`config.mk`:
```
export PLATFORM = sky130hd
export DESIGN_NAME = adc_cal_ovr
export DESIGN_NICKNAME = d
export VERILOG_FILES = /design/src/rtl/adcc_pkg.sv /design/src/rtl/adcc_rst_sync.sv /design/src/rtl/adcc_regs.sv /design/src/rtl/adcc_datapath.sv /design/src/rtl/adcc_ovr.sv /design/src/rtl/adc_cal_ovr.sv
export SDC_FILE = /design/constraint.sdc
export NUM_CORES = 1
export LEC_CHECK = 0
export BUFFER_PORTS_ARGS = -buffer_cell sky130_fd_sc_hd__clkbuf_2
export CAP_MARGIN = 30
export CORE_UTILIZATION = 40
export CTS_BUF_LIST = sky130_fd_sc_hd__clkbuf_8 sky130_fd_sc_hd__clkbuf_16
export DETAILED_ROUTE_END_ITERATION = 12
export SLEW_MARGIN = 15
export SYNTH_ARGS = -nofsm -noshare
export SYNTH_HDL_FRONTEND = slang
export SYNTH_SLANG_ARGS = --single-unit
```
`constraint.sdc`:
```
create_clock -name clk -period 4.8 [get_ports clk]
set_input_delay 0.24 -clock clk [delete_from_list [all_inputs] [get_ports clk]]
set_output_delay 0.24 -clock clk [all_outputs]
set_load 0.02 [all_outputs]
```
`src/rtl/adcc_pkg.sv`:
```
package adcc_pkg;
  localparam int unsigned REG_W  = 16;
  localparam int unsigned ADDR_W = 3;

  localparam logic [ADDR_W-1:0] ADDR_OFFSET = 3'd3;
  localparam logic [ADDR_W-1:0] ADDR_GAIN   = 3'd4;
  localparam logic [ADDR_W-1:0] ADDR_THRESH = 3'd5;

  localparam logic [REG_W-1:0] OFFSET_RST = 16'h0000;
  localparam logic [REG_W-1:0] GAIN_RST   = 16'hA000;
  localparam logic [REG_W-1:0] THRESH_RST = 16'hCCCC;

  typedef struct packed {
    logic [REG_W-1:0] offset;
    logic [REG_W-1:0] gain;
    logic [REG_W-1:0] thresh;
  } cal_cfg_t;
endpackage

```
`src/rtl/adcc_rst_sync.sv`:
```
module adcc_rst_sync #(
  parameter int unsigned STAGES = 2
) (
  input  logic clk,
  input  logic rst_n,
  output logic rst_sync_n
);
  logic [STAGES-1:0] chain_q;
  logic [STAGES-1:0] chain_d;

  always_comb begin
    chain_d = {chain_q[STAGES-2:0], 1'b1};
  end

  always_ff @(posedge clk or negedge rst_n) begin
    if (!rst_n) chain_q <= '0;
    else        chain_q <= chain_d;
  end

  assign rst_sync_n = chain_q[STAGES-1];
endmodule

```
`src/rtl/adcc_regs.sv`:
```
module adcc_regs
  import adcc_pkg::*;
(
  input  logic              clk,
  input  logic              rst_n,
  input  logic              we,
  input  logic [ADDR_W-1:0] addr,
  input  logic [REG_W-1:0]  wdata,
  output cal_cfg_t          cfg
);
  cal_cfg_t cfg_q;
  cal_cfg_t cfg_d;

  always_comb begin
    cfg_d = cfg_q;
    case (addr)
      ADDR_OFFSET: cfg_d.offset = wdata;
      ADDR_GAIN:   cfg_d.gain   = wdata;
      ADDR_THRESH: cfg_d.thresh = wdata;
      default:     cfg_d = cfg_q;
    endcase
  end

  always_ff @(posedge clk or negedge rst_n) begin
    if (!rst_n) begin
      cfg_q.offset <= OFFSET_RST;
      cfg_q.gain   <= GAIN_RST;
      cfg_q.thresh <= THRESH_RST;
    end else if (we) begin
      cfg_q <= cfg_d;
    end
  end

  assign cfg = cfg_q;
endmodule

```
`src/rtl/adcc_datapath.sv`:
```
module adcc_datapath #(
  parameter int unsigned W         = 16,
  parameter int unsigned OFF_SHIFT = 7
) (
  input  logic         clk,
  input  logic         rst_n,
  input  logic         in_valid,
  input  logic [W-1:0] in_sample,
  input  logic [W-1:0] gain,
  input  logic [W-1:0] offset,
  output logic         out_valid,
  output logic [W-1:0] out_sample
);
  // product width, scaled width (one guard bit past gain 2.0), sum width
  localparam int unsigned PW = 2 * W + 1;
  localparam int unsigned SW = W + 2;
  localparam int unsigned TW = SW + 1;
  localparam logic signed [W-1:0]  MAX_W = {1'b0, {(W-1){1'b1}}};
  localparam logic signed [W-1:0]  MIN_W = {1'b1, {(W-1){1'b0}}};
  localparam logic signed [TW-1:0] MAX_T = TW'(MAX_W);
  localparam logic signed [TW-1:0] MIN_T = TW'(MIN_W);

  // stage 1: multiply and rescale
  logic signed [PW-1:0] samp_ext;
  logic signed [PW-1:0] gain_ext;
  logic signed [PW-1:0] prod;
  logic signed [SW-1:0] scaled_d;
  logic signed [SW-1:0] scaled_q;
  logic                 v1_q;

  assign samp_ext = PW'($signed(in_sample));
  assign gain_ext = PW'({1'b0, gain});
  assign prod     = samp_ext * gain_ext;
  assign scaled_d = SW'(prod >>> (W - 1));

  always_ff @(posedge clk or negedge rst_n) begin
    if (!rst_n) v1_q <= 1'b0;
    else        v1_q <= in_valid;
  end

  always_ff @(posedge clk or negedge rst_n) begin
    if (!rst_n)        scaled_q <= '0;
    else if (in_valid) scaled_q <= scaled_d;
  end

  // stage 2: offset add and saturate
  logic signed [TW-1:0] off_term;
  logic signed [TW-1:0] sum;
  logic        [W-1:0]  sat_d;
  logic        [W-1:0]  out_q;
  logic                 v2_q;

  assign off_term = TW'($signed(offset) >>> OFF_SHIFT);
  assign sum      = TW'(scaled_q) + off_term;

  always_comb begin
    if (sum > MAX_T)      sat_d = MAX_W;
    else if (sum < MIN_T) sat_d = MIN_W;
    else                  sat_d = sum[W-1:0];
  end

  always_ff @(posedge clk or negedge rst_n) begin
    if (!rst_n) v2_q <= 1'b0;
    else        v2_q <= v1_q;
  end

  always_ff @(posedge clk or negedge rst_n) begin
    if (!rst_n)    out_q <= '0;
    else if (v1_q) out_q <= sat_d;
  end

  assign out_valid  = v2_q;
  assign out_sample = out_q;
endmodule

```
`src/rtl/adcc_ovr.sv`:
```
module adcc_ovr #(
  parameter int unsigned W         = 16,
  parameter int unsigned RUN_LIMIT = 4
) (
  input  logic         clk,
  input  logic         rst_n,
  input  logic         s1_valid,
  input  logic [W-1:0] s1_sample,
  input  logic [W-1:0] thresh,
  input  logic         mod_tick,
  input  logic         mod_over,
  input  logic         clear,
  output logic         flag
);
  localparam int unsigned CW = $clog2(RUN_LIMIT + 1);
  localparam logic [CW-1:0] LIM = CW'(RUN_LIMIT);

  // early threshold path: doubled magnitude against a full-scale fraction
  logic [W-1:0] mag;
  logic [W:0]   mag2;
  logic         thr_hit;

  assign mag     = s1_sample[W-1] ? (~s1_sample + W'(1)) : s1_sample;
  assign mag2    = {mag, 1'b0};
  assign thr_hit = s1_valid && (mag2 > {1'b0, thresh});

  // modulator-rate run counter, saturating at the limit
  logic [CW-1:0] run_q;
  logic [CW-1:0] run_d;
  logic          run_trip;

  always_comb begin
    run_d = run_q;
    if (mod_tick) begin
      if (!mod_over)         run_d = '0;
      else if (run_q != LIM) run_d = run_q + CW'(1);
    end
  end

  assign run_trip = mod_tick && mod_over && (run_q == LIM);

  always_ff @(posedge clk or negedge rst_n) begin
    if (!rst_n)        run_q <= '0;
    else if (mod_tick) run_q <= run_d;
  end

  // sticky flag, set wins over clear
  logic flag_q;
  logic flag_d;

  always_comb begin
    flag_d = (flag_q && !clear) || thr_hit || run_trip;
  end

  always_ff @(posedge clk or negedge rst_n) begin
    if (!rst_n) flag_q <= 1'b0;
    else        flag_q <= flag_d;
  end

  assign flag = flag_q;
endmodule

```
`src/rtl/adc_cal_ovr.sv`:
```
module adc_cal_ovr
  import adcc_pkg::*;
#(
  parameter int unsigned OFF_SHIFT = 7,
  parameter int unsigned RUN_LIMIT = 4
) (
  input  logic              clk,
  input  logic              rst_n,
  input  logic              cfg_we,
  input  logic [ADDR_W-1:0] cfg_addr,
  input  logic [REG_W-1:0]  cfg_wdata,
  input  logic              in_valid,
  input  logic [REG_W-1:0]  in_sample,
  output logic              out_valid,
  output logic [REG_W-1:0]  out_sample,
  input  logic              stage1_valid,
  input  logic [REG_W-1:0]  stage1_sample,
  input  logic              mod_tick,
  input  logic              mod_over,
  input  logic              ovr_clear,
  output logic              ovr_flag
);
  logic     rst_core_n;
  cal_cfg_t cfg;

  adcc_rst_sync #(.STAGES(2)) u_rst (
    .clk        (clk),
    .rst_n      (rst_n),
    .rst_sync_n (rst_core_n)
  );

  adcc_regs u_regs (
    .clk   (clk),
    .rst_n (rst_core_n),
    .we    (cfg_we),
    .addr  (cfg_addr),
    .wdata (cfg_wdata),
    .cfg   (cfg)
  );

  adcc_datapath #(.W(REG_W), .OFF_SHIFT(OFF_SHIFT)) u_dp (
    .clk        (clk),
    .rst_n      (rst_core_n),
    .in_valid   (in_valid),
    .in_sample  (in_sample),
    .gain       (cfg.gain),
    .offset     (cfg.offset),
    .out_valid  (out_valid),
    .out_sample (out_sample)
  );

  adcc_ovr #(.W(REG_W), .RUN_LIMIT(RUN_LIMIT)) u_ovr (
    .clk       (clk),
    .rst_n     (rst_core_n),
    .s1_valid  (stage1_valid),
    .s1_sample (stage1_sample),
    .thresh    (cfg.thresh),
    .mod_tick  (mod_tick),
    .mod_over  (mod_over),
    .clear     (ovr_clear),
    .flag      (ovr_flag)
  );
endmodule

```
==> flow_metrics.tcl <==
set metrics [dict create \
    min_path_type "in2reg" \
    drive_gt1_share_pct 24.9 \
    synth_edf_count 0 \
    drv_cap 0 \
    crit_family "adder cells" \
    hold_viol 0 \
    path_clk_slew_ns 0.06 \
    period_share_pct 121 \
    fin_nets 2017 \
    antennaDiodeCount 0 \
    dr.pass1.iters 4 \
    gp_congestion 0.864 \
    die_w_um 184 \
    synthCells 1419 \
    die_y_um 184 \
    grt_pass1_wl_um 54200 \
    fp-row-count 66 \
    worstMarginPinSlew_ns 0.723 \
    fmax_ghz 0.173 \
    drt_iter0_drc 341 \
    yosysSeqAreaShare_pct 15.8 \
    die_area_mm2 0.0337 \
    grtUsageTotal_pct 20.3 \
    cp.depth 19 \
    min_from "cfg_wdata[2]" \
    cts_buffers 9 \
    yosysWarnings 0 \
    wl_per_cell_um 15.6 \
    io_pins 77 \
    drcViolationCount 0 \
    mostFrequentLayoutCells "inv_1, fa_1, ha_1" \
    fin_skew_ns 0.00514 \
    place_area_mm2 0.0151 \
    met3_usage_pct 1.15 \
    cts_tree "built" \
    clock-sinks 83 \
    crit_slowest_cell "fa_1" \
    clk_latency_ns 0.34 \
    gr-usage-met1_pct 27.7 \
    violations "negative setup slack" \
    status "finished, violations left" \
    hold_end "u_regs.cfg[2]$_DFFE_PN1P_" \
    syn_to_final_growth_pct 20.9 \
    reg2regPathDepth 19 \
    slowest_delay_ns 0.58 \
    grt_use_met2_pct 35.8 \
    post-dp-hpwl_um 27200 \
    path_common_cell "fa_1" \
    grt_antenna_before_repair 0 \
    synth.distinct_cells 65 \
    gr-total-overflow 0 \
    grt_pass1_vias 10700 \
    slew_headroom_pct 51.7 \
    port-buffer-count 76 \
    vias 10100 \
    ys_ff_latch 83 \
    clockBufferDepth 2 \
    fin_ws_ns -0.988 \
    end_kind "register" \
    cts-root-buf "clkbuf_16" \
    grt_max_degree 48 \
    arrival_ns 6.02 \
    syn_nets 1827 \
    rsz0062_at_grt "true" \
    busiest_layer "met2" \
    num-fill-cells 3114 \
    htree_levels 3 \
    final_common_cell "inv_1" \
    start_util_pct 40.6 \
    crit_type "reg2reg" \
    setup_viol 18 \
    startpoint_type "register" \
    reg2reg_to "u_dp.scaled_q[10]$_DFFE_PN0P_" \
    synthesis.area_mm2 0.0132 \
    crit_buf_inv 4 \
    avgSynthCellArea_um2 9.30 \
    cp_cell_sequence "buf_8, and2_4, fa_1, fa_2, fa_1, fa_1, fa_1, inv_2, fa_1, inv_2, ha_4, a21oi_2, o21ai_2, buf_4, or2_4, o21ba_4, a21o_1, a211o_1, a31o_2" \
    design.core.area_mm2 0.0325 \
    drt-total-wl_um 32100 \
    via_per_inst 4.92 \
    ys_async_sr_fraction_pct 100 \
    period_minus_slack_ns 5.79 \
    slew_viol_final 0 \
    min_path_cells 2 \
    postRouteAntennaNets 0 \
    design_area_mm2 0.0160 \
    regToRegStartpoint "u_regs.cfg[21]$_DFFE_PN0P_" \
    path_max_fanout 5 \
    crit_required_ns 5.03 \
    worst-r2r-setup-slack_ns -0.99 \
    ys.flop_type "dfrtp_1" \
]
[cell families after synthesis]
logic type      Yosys count  synth area share (%)
compound gates          181                  8.97
xor+xnor                 39                  2.59
fa+ha+maj               349                  44.1
buf+inv                 323                  9.33
flops                    83                  15.8
mux                      49                  4.17
other cells               1                0.0284
simple gates            394                  15.0
[worst max path at each step]
stage	startpoint	endpoint	slack (ns)
after floorplan	u_regs.cfg[29]$_DFFE_PN1P_	u_dp.scaled_q[10]$_DFFE_PN0P_	-0.64
after global placement	u_regs.cfg[22]$_DFFE_PN0P_	u_dp.scaled_q[11]$_DFFE_PN0P_	-1.03
after detailed placement	in_sample[7]	u_dp.scaled_q[11]$_DFFE_PN0P_	-1.14
after CTS	u_regs.cfg[25]$_DFFE_PN0P_	u_dp.scaled_q[10]$_DFFE_PN0P_	-0.97
after global routing	u_regs.cfg[21]$_DFFE_PN0P_	u_dp.scaled_q[10]$_DFFE_PN0P_	-1.14
final	u_regs.cfg[21]$_DFFE_PN0P_	u_dp.scaled_q[10]$_DFFE_PN0P_	-0.99
[per-stage QoR]
stage	utilization [%]	setup slack (ns)	setup TNS [ns]	cells	hold WS, ns
6_report	49.1	-0.988	-15.17	2056	0.151
5_1_grt	49.1	-1.14	-17.97	2056	0.146
4_1_cts	48.1	-0.970	-15.34	2037	0.140
3_5_place_dp	46.5	-1.14	-16.92	2013	0.0288
3_3_place_gp	46.4	-1.03	-16.42	2011	0.0261
2_1_floorplan	-	-0.644	-8.55	1419	-0.0556
[sequential cells by signal, indices dropped and copies added, names as in the netlist]
| name | cells |
|---|---|
| u_dp.out_valid | 1 |
| u_regs.cfg | 41 |
| u_dp.v1_q | 1 |
| u_dp.scaled_q | 18 |
| u_ovr.flag | 1 |
| u_dp.out_sample | 16 |
| u_ovr.run_q | 3 |
| u_rst.chain_q | 2 |
[metal layers]
layer	vias to the layer above	wire length [um]
li1	4884	-
met1	5048	15100
met2	154	16000
met3	21	765
met4	0	325
met5	-	0
[final cells by class]
class / count / area [um2] / area share, %
Clock buffer: 9 / 225 / 1.41
Clock inverter: 7 / 98.8 / 0.619
Inverter: 278 / 1040 / 6.54
Multi-Input combinational cell: 1013 / 10300 / 64.6
Sequential cell: 83 / 2110 / 13.2
Tap cell: 442 / 553 / 3.46
Timing Repair Buffer: 224 / 1630 / 10.2
[synth_stat cells, drive strengths merged, types with 3 or more instances]
| master | count | area (um2) |
|---|---|---|
| o211ai | 8 | 65.1 |
| xor2 | 8 | 70.1 |
| o41ai | 3 | 26.3 |
| a211oi | 5 | 37.5 |
| clkbuf | 38 | 143 |
| ha | 155 | 1940 |
| a21oi | 57 | 293 |
| dfrtp | 73 | 1830 |
| nand3 | 13 | 65.1 |
| o21ai | 44 | 220 |
| buf | 7 | 45.0 |
| nor3 | 11 | 55.1 |
| or4 | 4 | 30.0 |
| a31o | 5 | 43.8 |
| or2 | 4 | 25.0 |
| or3 | 3 | 18.8 |
| nor2b | 6 | 37.5 |
| and2 | 126 | 790 |
| nand2 | 147 | 552 |
| mux2 | 48 | 541 |
| o31ai | 4 | 30.0 |
| o21bai | 3 | 22.5 |
| dfstp | 10 | 263 |
| fa | 194 | 3880 |
| nand4b | 4 | 35.0 |
| a21o | 17 | 128 |
| nand2b | 11 | 68.8 |
| a211o | 5 | 43.8 |
| nor2 | 44 | 165 |
| xnor2 | 31 | 272 |
| o21a | 7 | 52.6 |
| nand4 | 10 | 62.6 |
| inv | 278 | 1040 |
| and3 | 6 | 37.5 |
[worst reg2reg max path, cell delays in order, from the launching register on]
cell and delay (ns):
dfrtp_2 0.48, buf_8 0.17, and2_4 0.14, fa_1 0.56, fa_2 0.47, fa_1 0.58
fa_1 0.44, fa_1 0.51, inv_2 0.04, fa_1 0.51, inv_2 0.05, ha_4 0.25
a21oi_2 0.15, o21ai_2 0.08, buf_4 0.13, or2_4 0.23, o21ba_4 0.22, a21o_1 0.20
a211o_1 0.25, a31o_2 0.23
[timing repair]
item                       4_1_cts  5_1_grt
hold endpoints to repair         2        0
setup endpoints to repair       18       18
pin swaps                       22       45
hold buffers                     1        0
cloned                           0        1
resized for setup               44       39
buffers inserted                 7       18
Power is left out: the tool's default activity adds up to more than one toggle a clock period on the data nets, which glitch-free logic cannot reach.
